$ cat config.mk
export PLATFORM = sky130hd
export DESIGN_NAME = gpio_irq_port
export DESIGN_NICKNAME = d
export VERILOG_FILES = /design/src/rtl/gpio_irq_pkg.sv /design/src/rtl/gpio_port_ctrl.sv /design/src/rtl/gpio_port_datapath.sv /design/src/rtl/gpio_irq_port.sv
export SDC_FILE = /design/constraint.sdc
export NUM_CORES = 1
export LEC_CHECK = 0
export BUFFER_PORTS_ARGS = -buffer_cell sky130_fd_sc_hd__buf_2
export CORE_UTILIZATION = 54
export DETAILED_ROUTE_END_ITERATION = 7
export GPL_TIMING_DRIVEN = 0
export PLACE_DENSITY = 0.82
export SYNTH_ARGS = -nofsm -noshare
export SYNTH_HDL_FRONTEND = slang
export SYNTH_HIERARCHICAL = 1
export SYNTH_SLANG_ARGS = --single-unit
$ cat constraint.sdc
create_clock -name clk -period 1.8 [get_ports clk]
set_input_delay 0.18 -clock clk [delete_from_list [all_inputs] [get_ports clk]]
set_output_delay 0.18 -clock clk [all_outputs]
set_load 0.02 [all_outputs]
$ cat src/rtl/gpio_irq_pkg.sv
package gpio_irq_pkg;

  localparam int REG_W          = 32;
  localparam int SENSE_PER_WORD = REG_W / 2;

  // register selector, taken from address bits [4:2]
  typedef enum logic [2:0] {
    SEL_OUT      = 3'd0,
    SEL_DIR      = 3'd1,
    SEL_PAD      = 3'd2,
    SEL_SENSE_LO = 3'd3,
    SEL_SENSE_HI = 3'd4,
    SEL_MASK     = 3'd5,
    SEL_FLAGS    = 3'd6,
    SEL_ANYEDGE  = 3'd7
  } reg_sel_e;

  localparam logic [1:0] SENSE_LOW  = 2'b00;
  localparam logic [1:0] SENSE_HIGH = 2'b01;
  localparam logic [1:0] SENSE_RISE = 2'b10;
  localparam logic [1:0] SENSE_FALL = 2'b11;

  typedef struct packed {
    logic     wrOut;
    logic     wrDir;
    logic     wrSenseLo;
    logic     wrSenseHi;
    logic     wrMask;
    logic     wrClear;
    logic     wrAnyEdge;
    logic     rdHit;
    reg_sel_e rdSel;
  } gpio_strobe_t;

endpackage

$ cat src/rtl/gpio_port_ctrl.sv
module gpio_port_ctrl
  import gpio_irq_pkg::*;
#(
  parameter int ADDR_W = 6
) (
  input  logic              clk,
  input  logic              rstN,
  input  logic [ADDR_W-1:0] regAddr,
  input  logic              regWr,
  output gpio_strobe_t      stb
);

  logic     mapped;
  logic     wrGo;
  reg_sel_e sel;

  always_comb begin
    mapped = (regAddr[1:0] == 2'b00);
    if (ADDR_W > 5) begin
      mapped = mapped && ((regAddr >> 5) == '0);
    end
    sel  = reg_sel_e'(regAddr[4:2]);
    wrGo = regWr && mapped;

    stb           = '0;
    stb.rdHit     = mapped;
    stb.rdSel     = sel;
    stb.wrOut     = wrGo && (sel == SEL_OUT);
    stb.wrDir     = wrGo && (sel == SEL_DIR);
    stb.wrSenseLo = wrGo && (sel == SEL_SENSE_LO);
    stb.wrSenseHi = wrGo && (sel == SEL_SENSE_HI);
    stb.wrMask    = wrGo && (sel == SEL_MASK);
    stb.wrClear   = wrGo && (sel == SEL_FLAGS);
    stb.wrAnyEdge = wrGo && (sel == SEL_ANYEDGE);
  end

  AST_ONE_WRITE_STROBE: assert property (@(posedge clk) disable iff (!rstN)
    $onehot0({stb.wrOut, stb.wrDir, stb.wrSenseLo, stb.wrSenseHi,
              stb.wrMask, stb.wrClear, stb.wrAnyEdge}));

  AST_PAD_WRITE_DROPPED: assert property (@(posedge clk) disable iff (!rstN)
    (regAddr == ADDR_W'(8)) |->
      !(stb.wrOut || stb.wrDir || stb.wrSenseLo || stb.wrSenseHi ||
        stb.wrMask || stb.wrClear || stb.wrAnyEdge));

endmodule

$ cat src/rtl/gpio_port_datapath.sv
module gpio_port_datapath
  import gpio_irq_pkg::*;
#(
  parameter int PINS        = 32,
  parameter int SYNC_STAGES = 2
) (
  input  logic             clk,
  input  logic             rstN,
  input  gpio_strobe_t     stb,
  input  logic [REG_W-1:0] wrData,
  output logic [REG_W-1:0] rdData,
  input  logic [PINS-1:0]  padIn,
  output logic [PINS-1:0]  padOut,
  output logic [PINS-1:0]  padOe,
  output logic             irqOut
);

  localparam int SENSE_W = 2 * PINS;

  logic [PINS-1:0]    outLevel;
  logic [PINS-1:0]    dirCtl;
  logic [PINS-1:0]    irqEnable;
  logic [PINS-1:0]    irqFlags;
  logic [PINS-1:0]    anyEdge;
  logic [SENSE_W-1:0] senseBits;
  logic [PINS-1:0]    padSync;
  logic [PINS-1:0]    prevSync;
  logic [PINS-1:0]    hitVec;
  logic [PINS-1:0]    clrVec;
  logic [REG_W-1:0]   senseLoWord;
  logic [REG_W-1:0]   senseHiWord;

  // synchronizer chain; the variant follows the stage count
  generate
    if (SYNC_STAGES > 1) begin : g_sync_multi
      logic [SYNC_STAGES-1:0][PINS-1:0] syncStage;
      always_ff @(posedge clk) begin
        if (!rstN) syncStage <= '0;
        else       syncStage <= {syncStage[SYNC_STAGES-2:0], padIn};
      end
      assign padSync = syncStage[SYNC_STAGES-1];
    end else begin : g_sync_single
      logic [PINS-1:0] syncStage;
      always_ff @(posedge clk) begin
        if (!rstN) syncStage <= '0;
        else       syncStage <= padIn;
      end
      assign padSync = syncStage;
    end
  endgenerate

  always_ff @(posedge clk) begin
    if (!rstN) prevSync <= '0;
    else       prevSync <= padSync;
  end

  // per-pin condition detector
  always_comb begin
    for (int n = 0; n < PINS; n++) begin
      if (anyEdge[n]) begin
        hitVec[n] = padSync[n] ^ prevSync[n];
      end else begin
        case (senseBits[2*n +: 2])
          SENSE_LOW:  hitVec[n] = !padSync[n];
          SENSE_HIGH: hitVec[n] = padSync[n];
          SENSE_RISE: hitVec[n] = padSync[n] && !prevSync[n];
          default:    hitVec[n] = !padSync[n] && prevSync[n];
        endcase
      end
    end
  end

  assign clrVec = stb.wrClear ? wrData[PINS-1:0] : '0;

  always_ff @(posedge clk) begin
    if (!rstN) begin
      outLevel  <= '0;
      dirCtl    <= '0;
      irqEnable <= '0;
      irqFlags  <= '0;
      anyEdge   <= '0;
      senseBits <= '0;
    end else begin
      if (stb.wrOut)     outLevel  <= wrData[PINS-1:0];
      if (stb.wrDir)     dirCtl    <= wrData[PINS-1:0];
      if (stb.wrMask)    irqEnable <= wrData[PINS-1:0];
      if (stb.wrAnyEdge) anyEdge   <= wrData[PINS-1:0];
      irqFlags <= (irqFlags & ~clrVec) | hitVec;
      for (int n = 0; n < PINS; n++) begin
        if (n < SENSE_PER_WORD) begin
          if (stb.wrSenseLo) senseBits[2*n +: 2] <= wrData[2*(n % SENSE_PER_WORD) +: 2];
        end else begin
          if (stb.wrSenseHi) senseBits[2*n +: 2] <= wrData[2*(n % SENSE_PER_WORD) +: 2];
        end
      end
    end
  end

  always_comb begin
    senseLoWord = '0;
    senseHiWord = '0;
    for (int n = 0; n < PINS; n++) begin
      if (n < SENSE_PER_WORD) senseLoWord[2*(n % SENSE_PER_WORD) +: 2] = senseBits[2*n +: 2];
      else                    senseHiWord[2*(n % SENSE_PER_WORD) +: 2] = senseBits[2*n +: 2];
    end
  end

  always_comb begin
    rdData = '0;
    if (stb.rdHit) begin
      case (stb.rdSel)
        SEL_OUT:      rdData = REG_W'(outLevel);
        SEL_DIR:      rdData = REG_W'(dirCtl);
        SEL_PAD:      rdData = REG_W'(padSync);
        SEL_SENSE_LO: rdData = senseLoWord;
        SEL_SENSE_HI: rdData = senseHiWord;
        SEL_MASK:     rdData = REG_W'(irqEnable);
        SEL_FLAGS:    rdData = REG_W'(irqFlags);
        default:      rdData = REG_W'(anyEdge);
      endcase
    end
  end

  assign padOut = outLevel;
  assign padOe  = dirCtl;
  assign irqOut = |(irqFlags & irqEnable);

  AST_OUT_WRITE: assert property (@(posedge clk) disable iff (!rstN)
    stb.wrOut |=> (padOut == $past(wrData[PINS-1:0])));

  AST_CLEAR_TAKES: assert property (@(posedge clk) disable iff (!rstN)
    stb.wrClear |=> ((irqFlags & $past(wrData[PINS-1:0] & ~hitVec)) == '0));

  AST_FLAG_HOLD: assert property (@(posedge clk) disable iff (!rstN)
    !stb.wrClear |=> ((irqFlags & $past(irqFlags)) == $past(irqFlags)));

  AST_ANY_EDGE_SETS: assert property (@(posedge clk) disable iff (!rstN)
    (((padSync ^ prevSync) & anyEdge) != '0) |=>
      ((irqFlags & $past((padSync ^ prevSync) & anyEdge)) ==
        $past((padSync ^ prevSync) & anyEdge)));

  AST_MASK_GATES: assert property (@(posedge clk) disable iff (!rstN)
    (irqEnable == '0) |-> !irqOut);

  AST_UNMAPPED_ZERO: assert property (@(posedge clk) disable iff (!rstN)
    !stb.rdHit |-> (rdData == '0));

endmodule

$ cat src/rtl/gpio_irq_port.sv
module gpio_irq_port
  import gpio_irq_pkg::*;
#(
  parameter int PINS        = 32,
  parameter int SYNC_STAGES = 2,
  parameter int ADDR_W      = 6
) (
  input  logic              clk,
  input  logic              rstN,
  input  logic [ADDR_W-1:0] regAddr,
  input  logic              regWr,
  input  logic [REG_W-1:0]  regWData,
  output logic [REG_W-1:0]  regRData,
  input  logic [PINS-1:0]   padIn,
  output logic [PINS-1:0]   padOut,
  output logic [PINS-1:0]   padOe,
  output logic              irqOut
);

  gpio_strobe_t stb;

  gpio_port_ctrl #(.ADDR_W(ADDR_W)) u_ctrl (
    .clk     (clk),
    .rstN    (rstN),
    .regAddr (regAddr),
    .regWr   (regWr),
    .stb     (stb)
  );

  gpio_port_datapath #(.PINS(PINS), .SYNC_STAGES(SYNC_STAGES)) u_dp (
    .clk    (clk),
    .rstN   (rstN),
    .stb    (stb),
    .wrData (regWData),
    .rdData (regRData),
    .padIn  (padIn),
    .padOut (padOut),
    .padOe  (padOe),
    .irqOut (irqOut)
  );

endmodule

### Word-level counts from Yosys, hierarchy flattened

Index checks and enable logic that the tools add are counted.
Widths: inputs -> output; s select.

| storage, ports and cells | value |
|---|---|
| register bits after elaboration | 320 |
| input bits | 73 |
| output and inout bits | 97 |
| word-level logic and storage cells | 357 |

| cells by class | value |
|---|---|
| equality and inequality tests | 71 |
| multiplexer cells | 67 |
| bitwise gates (word level) | 36 |
| reduce and logical (&&, ||, !) cells | 173 |

Operator list:

| kind | count |
|---|---|
| $pmux 32 s7 | 1 |
| $pmux 1 s3 | 32 |
| $logic_and 1x1->1 | 73 |
| $logic_not 2->1 | 33 |
| $and 32x32->32 | 2 |
| $eq 2x1->1 const B | 32 |
| $eq 2x2->1 const B | 32 |
| $logic_not 1->1 | 64 |
| $mux 32 | 2 |
| $mux 1 | 32 |
| $not 32->32 | 1 |
| $or 32x32->32 | 1 |
| $reduce_or 32->1 | 1 |
| $xor 1x1->1 | 32 |
| $eq 3x3->1 const B | 4 |
| $eq 3x2->1 const B | 2 |
| $logic_not 6->1 | 1 |
| $eq 3x1->1 const B | 1 |
| $logic_not 3->1 | 1 |

### Longest topological paths before layout

Gate-level depths: netlist (run 1).

| depth | value |
|---|---|
| depth after elaboration | 8 |
| mapped depth | 7 |
| depth with buffers taken out | 5 |

### By module

The synthesis (run 1) kept the hierarchy.

By module, submodules not included:

| module | times used | cells an instance | area an instance (sq um) |
|---|---|---|---|
| gpio_port_datapath | 1 | 1526 | 15579.9 |
| gpio_port_ctrl | 1 | 17 | 155.1 |

### Worst setup path before layout (run 1)

OpenSTA, ideal clock, no wires.

| timing | value |
|---|---|
| path kind | input port to flip-flop |
| start | input regAddr[1] |
| end | register u_dp.senseBits[10] |
| library setup time | 0.116 ns |
| arrival | 1.844 ns |
| required time | 1.684 ns |
| slack | -0.160 ns |
| stages | 7 |
| path buffers | 3 |
| cells stage by stage | or4b_1 buf_6 nor4bb_4 clkbuf_1 buf_2 mux2i_1 nor2b_1 |

RTL lines:

| what | line | source |
|---|---|---|
| start, declared | gpio_irq_port.sv:10 | `input logic [ADDR_W-1:0] regAddr,` |
| end signal, assigned by index | gpio_port_datapath.sv:91 | `if (stb.wrSenseLo) senseBits[2*n +: 2] <= wrData[2*(n % SENSE_PER_WORD) +: 2];` |
| end signal, assigned by index | gpio_port_datapath.sv:93 | `if (stb.wrSenseHi) senseBits[2*n +: 2] <= wrData[2*(n % SENSE_PER_WORD) +: 2];` |
| end, declared | gpio_port_datapath.sv:25 | `logic [SENSE_W-1:0] senseBits;` |

### Final worst setup path (run 1)

| timing | value |
|---|---|
| start | register u_dp.irqFlags[20] |
| end | output irqOut |

| between the ends | value |
|---|---|
| cells in the longest elaborated chain, start to end | 2 |

Ends and longest elaborated chain:

| what | line | source |
|---|---|---|
| start, declared | gpio_port_datapath.sv:23 | `logic [PINS-1:0] irqFlags;` |
| start signal, assigned | gpio_port_datapath.sv:88 | `irqFlags <= (irqFlags & ~clrVec) \| hitVec;` |
| $and 32x32->32 | gpio_port_datapath.sv:126 | `assign irqOut = \|(irqFlags & irqEnable);` |
| $reduce_or 32->1 | gpio_port_datapath.sv:126 |  |
| end, declared | gpio_irq_port.sv:17 | `output logic irqOut` |

No other way between the ends.

==> flow_summary.ini, run 1 <==
[status]
status = finished, violations left
violations = negative setup slack

[worst_setup_path]
end_kind = primary output
cp.required_ns = 1.62
crit_fanout = 3
worstPathArrival_ns = 1.97
r2r_slack_ns = 0.33
path_class = flop to primary output
crit_path_start_kind = flop

[yosys]
ys_ff_latch = 320
ys.flop_type = dfxtp_1
synthCells = 1543
synth.cell_area_um2 = 15700
yosysTopAreaCell = dfxtp_1
yosys_warnings = 6
synth_top_area_share_pct = 40.7
ys_seq_area_share_pct = 40.7
synth.distinct_cells = 39
async_flop_share_pct = 0
synth_edf_count = 0
synth_most_common_cell = dfxtp_1
synth_fp_nets = 1680
ys_top_cells_by_count = dfxtp_1 (320), mux2i_1 (222), nor2b_1 (192)
yosys-top-cells-area = dfxtp_1 (41%), mux2i_1 (14%), nor2b_1 (7.6%)
avgSynthCellArea_um2 = 10.2

[hold_path]
hp-class = input port to flop

[timing]
rsz0062_at_grt = true
setup_ws_ns = -0.353
finalSetupTns_ns = -1.68
hold_viol_final = 0
tightest_slew_ns = 0.892
fmax_ghz = 0.465
slew_headroom_pct = 40.5
min_period_ns = 2.15
slew_violations = 0
finalClockSkew_ns = 0.0186
setup_viol = 30
fin_crit_sh_pct = 120

[placed_design]
gp_congestion = 0.943
io_buffers = 168
pre_cts_ws_ns = -0.468
place_hpwl_um = 34900

[floorplan]
start_util_pct = 54.8
die_area_um2 = 29800
io_pins = 170
chipHeight_um = 173
core_area_um2 = 28700
die-width_um = 173
rows = 62

[layout]
fill_cells = 1994
fin_nets = 1980
drive_gt1_share_pct = 33.8
areaGrowthSynthToFinish_pct = 27.7
insertedDiodeCount = 0

[job]
drv_cap = 0

[pwr]
leakage_uw = 0.00756
p_int_uw = 12100
switchingPower_uw = 3890
p_seq_share_pct = 45.8
vdd_ir_drop_max_mv = 0.793
clockPowerShare_pct = 44.7
power_density_nw_per_um2 = 795
p_comb_share_pct = 9.5
switching_share_pct = 24.3

[global_routing]
grt_pass1_wl_um = 78100
antenna_found_initial = 1
grt_use_total_pct = 34.0
grt_max_degree = 14
grt_pass1_vias = 13452
grt-ovfl-total = 0

[drt]
vias = 13525
finalWirelength_um = 52300
wl_per_cell_um = 23.2
first_iter_violations = 1231
ant_nets = 0
drt-pass1-iter-count = 7
viasPerCell = 6.01
drc = 0

[cts]
numCtsBuffers = 35
cts-root-buf = clkbuf_16
cts_max_path_buffers = 3
worst_skew_pair.late_latency_ns = 0.52
cts_htree_levels = 2
cts.sinks = 320
cts_tree = yes
clk_pin_slew_worst_paths_ns = 0.06
repair_timing:
| action | in CTS | in global routing |
|---|---|---|
| endpoints found under the setup margin | 33 | 39 |
| endpoints found under the hold margin | 32 | 0 |
| cloned | 1 | 0 |
| buffers inserted | 56 | 6 |
| hold buffers | 32 | 0 |
| pin swaps | 35 | 7 |
| resized for setup | 286 | 81 |
state kept, by name, summed over array words and instances, names as in the netlist:
register                     flops
u_dp/senseBits                  64
u_dp/g_sync_multi.syncStage     32
u_dp/irqEnable                  32
u_dp/prevSync                   32
u_dp/irqFlags                   32
u_dp/padOut                     32
u_dp/anyEdge                    32
u_dp/padSync                    32
u_dp/padOe                      32
worst max-delay path, stage by stage, from the launching register on:
cell and delay, ns:
dfxtp_2 0.35, a22oi_2 0.28, nand4_1 0.13, or4_4 0.54
buf_6 0.16
logic make-up after synthesis:
family	synth area share [%]
simple gates	18.0
flops	40.7
mux	21.1
compound gates	9.69
buf+inv	5.34
fa+ha+maj	5.09
cell usage in the layout (no fill, tap or decap), types with 34 or more instances in the layout:
cell type    n
mux2i_1    222
dfxtp_1    214
nor2b_1    192
buf_2      142
inv_1       96
and2_1      96
buf_4       93
nand2_1     65
ha_1        64
dfxtp_2     57
dfxtp_4     49
clkbuf_1    42
clkbuf_16   35
buf_6       34
mux2_2      34
power groups by stage:
stage	clock network (uW)	logic (uW)	registers (uW)
finish	7140	1520	7320
global route	7480	1590	7320
CTS	7160	1430	7320
detailed placement	0	1190	7540
global placement	0	1150	7530
floorplan	0	733	7480
path summary, 6_finish.rpt:
check	startpoint	endpoint	cells after the start
setup / recovery	u_dp/irqFlags[20]$_SDFF_PN0_	irqOut	4
hold / removal	regWData[0]	u_dp/anyEdge[0]$_SDFFE_PN0P_	3
setup reg to reg	u_dp/padSync[14]$_SDFF_PN0_	u_dp/irqFlags[14]$_SDFF_PN0_	5
hold reg to reg	u_dp/g_sync_multi.syncStage[29]$_SDFF_PN0_	u_dp/padSync[29]$_SDFF_PN0_	1
area by class of cell:
cell class / count / area, um2 / area share (%)
Clock buffer: 52 / 1060 / 5.27
Inverter: 96 / 360 / 1.79
Tap cell: 384 / 480 / 2.39
Buffer: 97 / 656 / 3.26
Multi-Input combinational cell: 1030 / 8970 / 44.7
Sequential cell: 320 / 6660 / 33.1
Clock inverter: 9 / 76.3 / 0.380
Timing Repair Buffer: 263 / 1830 / 9.10
routing by layer:
| metal | wire length (um) | up-vias | GRT usage (%) |
|---|---|---|---|
| met5 | 0 | - | 0 |
| met4 | 2740 | 0 | 17.6 |
| met3 | 4730 | 190 | 6.95 |
| met2 | 24200 | 738 | 56.0 |
| met1 | 20600 | 6662 | 42.0 |
| li1 | - | 5935 | - |
stage by stage:
stage | cell area, um2 | utilization [%] | hold slack, ns | cells | total power, uW
after floorplan | 15800 | - | 0.302 | 1543 | 8210
final | 20100 | 70.0 | 0.0497 | 2251 | 16000
after CTS | 19900 | 69.2 | 0.0359 | 2245 | 15900
after detailed placement | 17100 | 59.7 | 0.390 | 2095 | 8720
after global routing | 20100 | 70.0 | 0.0554 | 2251 | 16400
after global placement | 17100 | 59.7 | 0.384 | 2095 | 8680
No activity file was read; power rests on OpenSTA's default activity.
==> run 2, diff against run 1 <==
--- a/config.mk
+++ b/config.mk
@@ -6,11 +6,11 @@
 export NUM_CORES = 1
 export LEC_CHECK = 0
 export BUFFER_PORTS_ARGS = -buffer_cell sky130_fd_sc_hd__buf_2
-export CORE_UTILIZATION = 54
+export CELL_PAD_IN_SITES_DETAIL_PLACEMENT = 0
+export CELL_PAD_IN_SITES_GLOBAL_PLACEMENT = 1
+export CORE_UTILIZATION = 40
 export DETAILED_ROUTE_END_ITERATION = 7
-export GPL_TIMING_DRIVEN = 0
-export PLACE_DENSITY = 0.82
+export PLACE_DENSITY = 0.81
 export SYNTH_ARGS = -nofsm -noshare
 export SYNTH_HDL_FRONTEND = slang
-export SYNTH_HIERARCHICAL = 1
 export SYNTH_SLANG_ARGS = --single-unit
==> run 2 against run 1 <==
  * The flow still finishes with violations (negative setup slack)
  * Sequential share of layout area grew 0.24 points
  * Power increased by 1.1%
  * Clock skew rose by 0.0034 ns
  * Via count rose by 4.1%
  * Clock-buffer cell count is 3 higher
  * Die area is 28% higher
  * Clock power is 3% higher
  * Critical path type unchanged
  * Cell count is 10% higher
==> flow_summary.ini, run 2 <==
[layout]
insertedDiodeCount = 0
fin_util_pct = 55.0
areaGrowthSynthToFinish_pct = 35.2
final_common_cell = nand2_1
top_register = u_dp.senseBits
fill_cells = 3257
fin_nets = 2127
largest_register_ffs = 64
layout_common_cells = nand2_1 (226), dfxtp_1 (183), buf_2 (134)
drive_gt1_share_pct = 31.7

[yosys]
yosysTopAreaCell = dfxtp_1
ys.flop_type = dfxtp_1
ys_top_cells_by_count = dfxtp_1 (320), nand2_1 (226), nand3_1 (133)
yosys_warnings = 0
synth_most_common_cell = dfxtp_1
async_flop_share_pct = 0
synthCells = 1706
synth_edf_count = 0
avgSynthCellArea_um2 = 8.74
synth_fp_nets = 1843
synth_top_area_share_pct = 43.0
ys_ff_latch = 320
yosys-top-cells-area = dfxtp_1 (43%), mux2i_1 (6.4%), nand2_1 (5.7%)
ys_seq_area_share_pct = 43.0
synth.distinct_cells = 41
synth.cell_area_um2 = 14900

[timing]
slew_violations = 0
slew_headroom_pct = 71.1
tightest_slew_ns = 0.434
min_period_ns = 2.20
rsz0062_at_grt = true
finalClockSkew_ns = 0.0221
setup_ws_ns = -0.396
setup_viol = 8
hold_viol_final = 0
fmax_ghz = 0.455
fin_crit_sh_pct = 122
finalSetupTns_ns = -0.657

[worst_setup_path]
r2r_cells = 5
worstPathArrival_ns = 2.02
slowest_delay_ns = 0.60
end_kind = primary output
cp.required_ns = 1.62
crit_path_start_kind = flop
r2r_start = u_dp.padSync[7]$_SDFF_PN0_
crit_path_top_delay_cell = or4_4
crit_fanout = 3
path_class = flop to primary output
cp_cell_sequence = a22oi_1 -> nand4_1 -> or4_4 -> buf_6
rr_endpoint = u_dp.irqFlags[7]$_SDFF_PN0_
r2r_slack_ns = 0.37
path_delay_family = simple AND/OR/NAND/NOR gates
critPathBufInv = 1

[global_routing]
grt-ovfl-total = 0
grt_pass1_vias = 13376
grt_pass1_wl_um = 79700
antenna_found_initial = 0
grt_use_total_pct = 27.4
grt_max_degree = 50

[floorplan]
chipHeight_um = 195
io_pins = 170
start_util_pct = 40.7
die_area_um2 = 38000
core_area_um2 = 36600
die-width_um = 195
rows = 70

[pwr]
leakage_uw = 0.00779
power_density_nw_per_um2 = 802
vdd_ir_drop_max_mv = 0.737

[cts]
worst_skew_pair.late_latency_ns = 0.55
clk_pin_slew_worst_paths_ns = 0.06
cts-root-buf = clkbuf_16
numCtsBuffers = 37
cts.sinks = 320
cts_htree_levels = 2
cts_max_path_buffers = 3
cts_tree = yes

[status]
violations = negative setup slack
status = finished, violations left

[drt]
finalWirelength_um = 53300
first_iter_violations = 1033
viasPerCell = 5.68
vias = 14081
drc = 0
wl_per_cell_um = 21.5
drt-pass1-iter-count = 6
ant_nets = 0

[job]
drv_cap = 0

[hold_path]
min_to = u_dp.irqFlags[11]$_SDFF_PN0_
hold_path_depth = 2
hp-class = input port to flop
worstHoldStart = rstN

[placed_design]
gp_congestion = 0.909
place_hpwl_um = 36200
io_buffers = 169
pre_cts_ws_ns = -0.0620
-- run 2: cell types whose count changed in the layout (fill, tap and decap cells not counted), sizes merged, moves of 79 or more --
cell / previous run / this run
a21boi: 2 / 81
o21ai: 34 / 131
nand3: 2 / 133
nor2b: 192 / 21
mux2i: 222 / 96
nand2: 65 / 226
-- run 2: worst max path at each step --
stage / startpoint / end / slack, ns / cells after the start
global placement: u_dp.irqFlags[19]$_SDFF_PN0_ / irqOut / -0.07 / 5
detailed placement: u_dp.irqFlags[19]$_SDFF_PN0_ / irqOut / -0.06 / 5
finish: u_dp.irqFlags[28]$_SDFF_PN0_ / irqOut / -0.40 / 4
CTS: u_dp.irqEnable[22]$_SDFFE_PN0P_ / irqOut / -0.37 / 4
floorplan: regAddr[3] / regRData[10] / 0.22 / 6
global route: u_dp.irqFlags[22]$_SDFF_PN0_ / irqOut / -0.41 / 4
-- run 2: worst register-to-register path: cells and delay by family (launching register included) --
kind	cells	cell delay, ns
compound gates	3	0.64
fa+ha+maj	1	0.20
buf+inv	1	0.14
flops	1	0.34
-- run 2: power breakdown --
| group | switching, uW | total (uW) | internal (uW) |
|---|---|---|---|
| Combinational | 836 | 1510 | 674 |
| Clock | 3020 | 7320 | 4300 |
| Sequential | 154 | 7330 | 7170 |
| Total | 4010 | 16200 | 12100 |
-- run 2: layout make-up --
class / count / area [um2] / share of cell area (%)
tap: 468 / 586 / 2.91
multi-input combinational: 1152 / 8150 / 40.5
clock buffer: 55 / 1080 / 5.39
clock inverter: 7 / 71.3 / 0.354
sequential: 320 / 6730 / 33.4
inverter: 110 / 413 / 2.05
timing repair buffer: 369 / 3110 / 15.5
-- run 2: kinds of logic after synthesis --
kind of cell	after synthesis	synth area share [%]
AND/OR/NAND/NOR	561	17.7
AO/OA/AOI/OAI	428	20.9
flip-flops	320	43.0
buffers and inverters	234	6.32
multiplexers	97	6.60
adder cells (fa/ha/maj)	64	5.37
XOR/XNOR	2	0.118
-- run 2: metal layers --
| metal | wire length [um] | up-vias | GRT usage [%] |
|---|---|---|---|
| met5 | 0 | - | 0 |
| met2 | 25100 | 555 | 44.8 |
| li1 | - | 6588 | - |
| met4 | 1830 | 0 | 10.7 |
| met3 | 3820 | 116 | 4.85 |
| met1 | 22500 | 6822 | 35.8 |
-- run 2: what timing repair did --
item                                   4_1_cts  5_1_grt
hold buffers                                64        0
gates resized for setup                    250      120
buffers inserted                            45       21
gates cloned                                 0        0
endpoints found under the hold margin      110        0
setup endpoints to repair                   33       33
pin swaps                                   68       54
-- run 2: stage by stage --
step / area, um2 / power [uW] / hold WS (ns) / instances
6_report: 20100 / 16200 / 0.0502 / 2481
5_1_grt: 20100 / 16600 / 0.0329 / 2481
4_1_cts: 19500 / 16200 / 0.0252 / 2460
3_5_place_dp: 16700 / 8790 / 0.389 / 2290
3_3_place_gp: 16700 / 8770 / 0.385 / 2290
2_1_floorplan: 14900 / 8190 / 0.307 / 1706
==> run 3, diff against run 2 <==
--- a/config.mk
+++ b/config.mk
@@ -8,8 +8,10 @@
 export BUFFER_PORTS_ARGS = -buffer_cell sky130_fd_sc_hd__buf_2
 export CELL_PAD_IN_SITES_DETAIL_PLACEMENT = 0
 export CELL_PAD_IN_SITES_GLOBAL_PLACEMENT = 1
+export CORE_ASPECT_RATIO = 2
 export CORE_UTILIZATION = 40
 export DETAILED_ROUTE_END_ITERATION = 7
+export GPL_TIMING_DRIVEN = 0
 export PLACE_DENSITY = 0.81
 export SYNTH_ARGS = -nofsm -noshare
 export SYNTH_HDL_FRONTEND = slang
==> constraint.sdc (replaced) <==
create_clock -name clk -period 1.85 [get_ports clk]
set_input_delay 0.185 -clock clk [delete_from_list [all_inputs] [get_ports clk]]
set_output_delay 0.185 -clock clk [all_outputs]
set_load 0.02 [all_outputs]
==> run 3 against run 2 <==
  * The flow finishes with violations (design-rule violations, negative setup slack)
  * Setup slack better by 0.053 ns
  * Non-clock buffer count up 58
  * First-iteration DRC count up 5.1%
  * Power down 3.8%
  * Global-route usage up 6.5 points
  * Critical path depth unchanged
==> flow_summary.ini, run 3 (synthesis results as in run 2) <==
[global_routing]
grt_pass1_wl_um = 93800
grt_use_total_pct = 33.9
grt-ovfl-total = 0
grt_max_degree = 17
antenna_found_initial = 1
grt_pass1_vias = 14486

[layout]
largest_register_ffs = 64
drive_gt1_share_pct = 31.9
top_register = u_dp.senseBits
fill_cells = 3340
layout_common_cells = nand2_1 (226), dfxtp_1 (167), buf_2 (140)
areaGrowthSynthToFinish_pct = 34.3
layoutNonFillerInstCount = 2521
fin_util_pct = 54.8
insertedDiodeCount = 0
final_common_cell = nand2_1
fin_nets = 2179
multiInputGateArea_um2 = 8280
seq_area_um2 = 6760

[drt]
vias = 14764
first_iter_violations = 1086
drt-pass1-iter-count = 8
wl_per_cell_um = 26.1
finalWirelength_um = 65800
drc = 24
viasPerCell = 5.86
ant_nets = 0

[timing]
slew_headroom_pct = 24.6
finalClockSkew_ns = 0.0175
fin_crit_sh_pct = 119
fmax_ghz = 0.456
min_period_ns = 2.19
setup_viol = 9
setup_ws_ns = -0.343
hold_viol_final = 0
slew_violations = 0
tightest_slew_ns = 1.13
rsz0062_at_grt = true

[pwr]
finalPower_uw = 15500
p_seq_share_pct = 46.1
power_density_nw_per_um2 = 776
p_int_uw = 11400
switching_share_pct = 26.6
vdd_ir_drop_max_mv = 0.718
p_comb_share_pct = 10.1
leakage_uw = 0.00764
clockPowerShare_pct = 43.9
switchingPower_uw = 4140

[worst_setup_path]
crit_path_start_kind = flop
slowest_delay_ns = 0.53
end_kind = primary output
cp-startpoint = u_dp.irqFlags[25]$_SDFF_PN0_
crit_path_top_delay_cell = or4_4
path_class = flop to primary output
r2r_start = u_dp.padSync[17]$_SDFF_PN0_
cp_cell_sequence = a22oi_2 -> nand4_1 -> or4_4 -> buf_6
worstPathArrival_ns = 2.01
crit_fanout = 3
cp.required_ns = 1.66

[cts]
cts-root-buf = clkbuf_16
clk_pin_slew_worst_paths_ns = 0.07
numCtsBuffers = 31
worst_skew_pair.late_latency_ns = 0.59
cts_max_path_buffers = 3
cts_tree = yes
cts_htree_levels = 1
cts.sinks = 320

[floorplan]
die-width_um = 138
rows = 99
die_area_um2 = 38100
start_util_pct = 40.8
chipHeight_um = 275
core_area_um2 = 36500
io_pins = 170

[hold_path]
worstHoldStart = regAddr[3]
hp-class = input port to flop

[placed_design]
place_hpwl_um = 49300
gp_congestion = 0.985
placed_cells = 2327
io_buffers = 167

[status]
status = finished, violations left
violations = design-rule violations, negative setup slack

[job]
drv_cap = 0
## run 3: what timing repair did
action                                  4_1_cts  5_1_grt
pin swaps                                    66       55
resized for setup                           366      132
endpoints found under the setup margin       33       85
hold endpoints to repair                    126        0
hold buffers                                 64        0
buffers inserted                             53       20
## run 3: final timing paths
check | depth (start not counted) | slack, ns | to
min reg2reg | 1 | 0.43 | u_dp.padSync[29]$_SDFF_PN0_
min | 5 | 0.28 | u_dp.senseBits[0]$_SDFFE_PN0P_
max | 4 | -0.34 | irqOut
max reg2reg | 5 | 0.39 | u_dp.irqFlags[17]$_SDFF_PN0_
## run 3: power by group through the flow
stage	logic [uW]	clock network, uW	registers [uW]
2_1_floorplan	686	0	7290
3_3_place_gp	1200	0	7380
3_5_place_dp	1210	0	7380
4_1_cts	1470	6860	7160
5_1_grt	1650	7140	7160
6_report	1560	6820	7160
## run 3: routing by layer
metal / up-vias / share of wire, % / track usage, %
met5: - / 0 / 0
met4: 0 / 9.9 / 30.0
met3: 258 / 5.4 / 4.26
met2: 698 / 52 / 63.8
met1: 7126 / 33 / 32.6
li1: 6682 / - / -
## run 3: area by class of cell
class | count | area share (%)
clock buffers | 39 | 4.17
multi-input cells | 1152 | 41.4
clock inverters | 19 | 1.21
plain buffers | 123 | 3.51
flip-flops and latches | 320 | 33.7
well taps | 454 | 2.84
repair buffers | 304 | 11.1
inverters | 110 | 2.10
## run 3: critical path, delay by kind of cell, from the launching register on
| kind | cells | cell delay, ns |
|---|---|---|
| AOI/OAI and AO/OA | 1 | 0.25 |
| buffers and inverters | 1 | 0.15 |
| DFF | 1 | 0.37 |
| and+or+nand+nor | 2 | 0.64 |
## run 3: through the flow
stage	cell area, um2	setup WS (ns)	setup TNS, ns	hold WS [ns]
2_1_floorplan	14900	0.262	0	0.312
3_3_place_gp	16300	-0.663	-101.68	0.389
3_5_place_dp	16300	-0.579	-101.94	0.395
4_1_cts	19400	-0.414	-0.810	0.182
5_1_grt	20000	-0.364	-1.11	0.305
6_report	20000	-0.343	-0.665	0.277
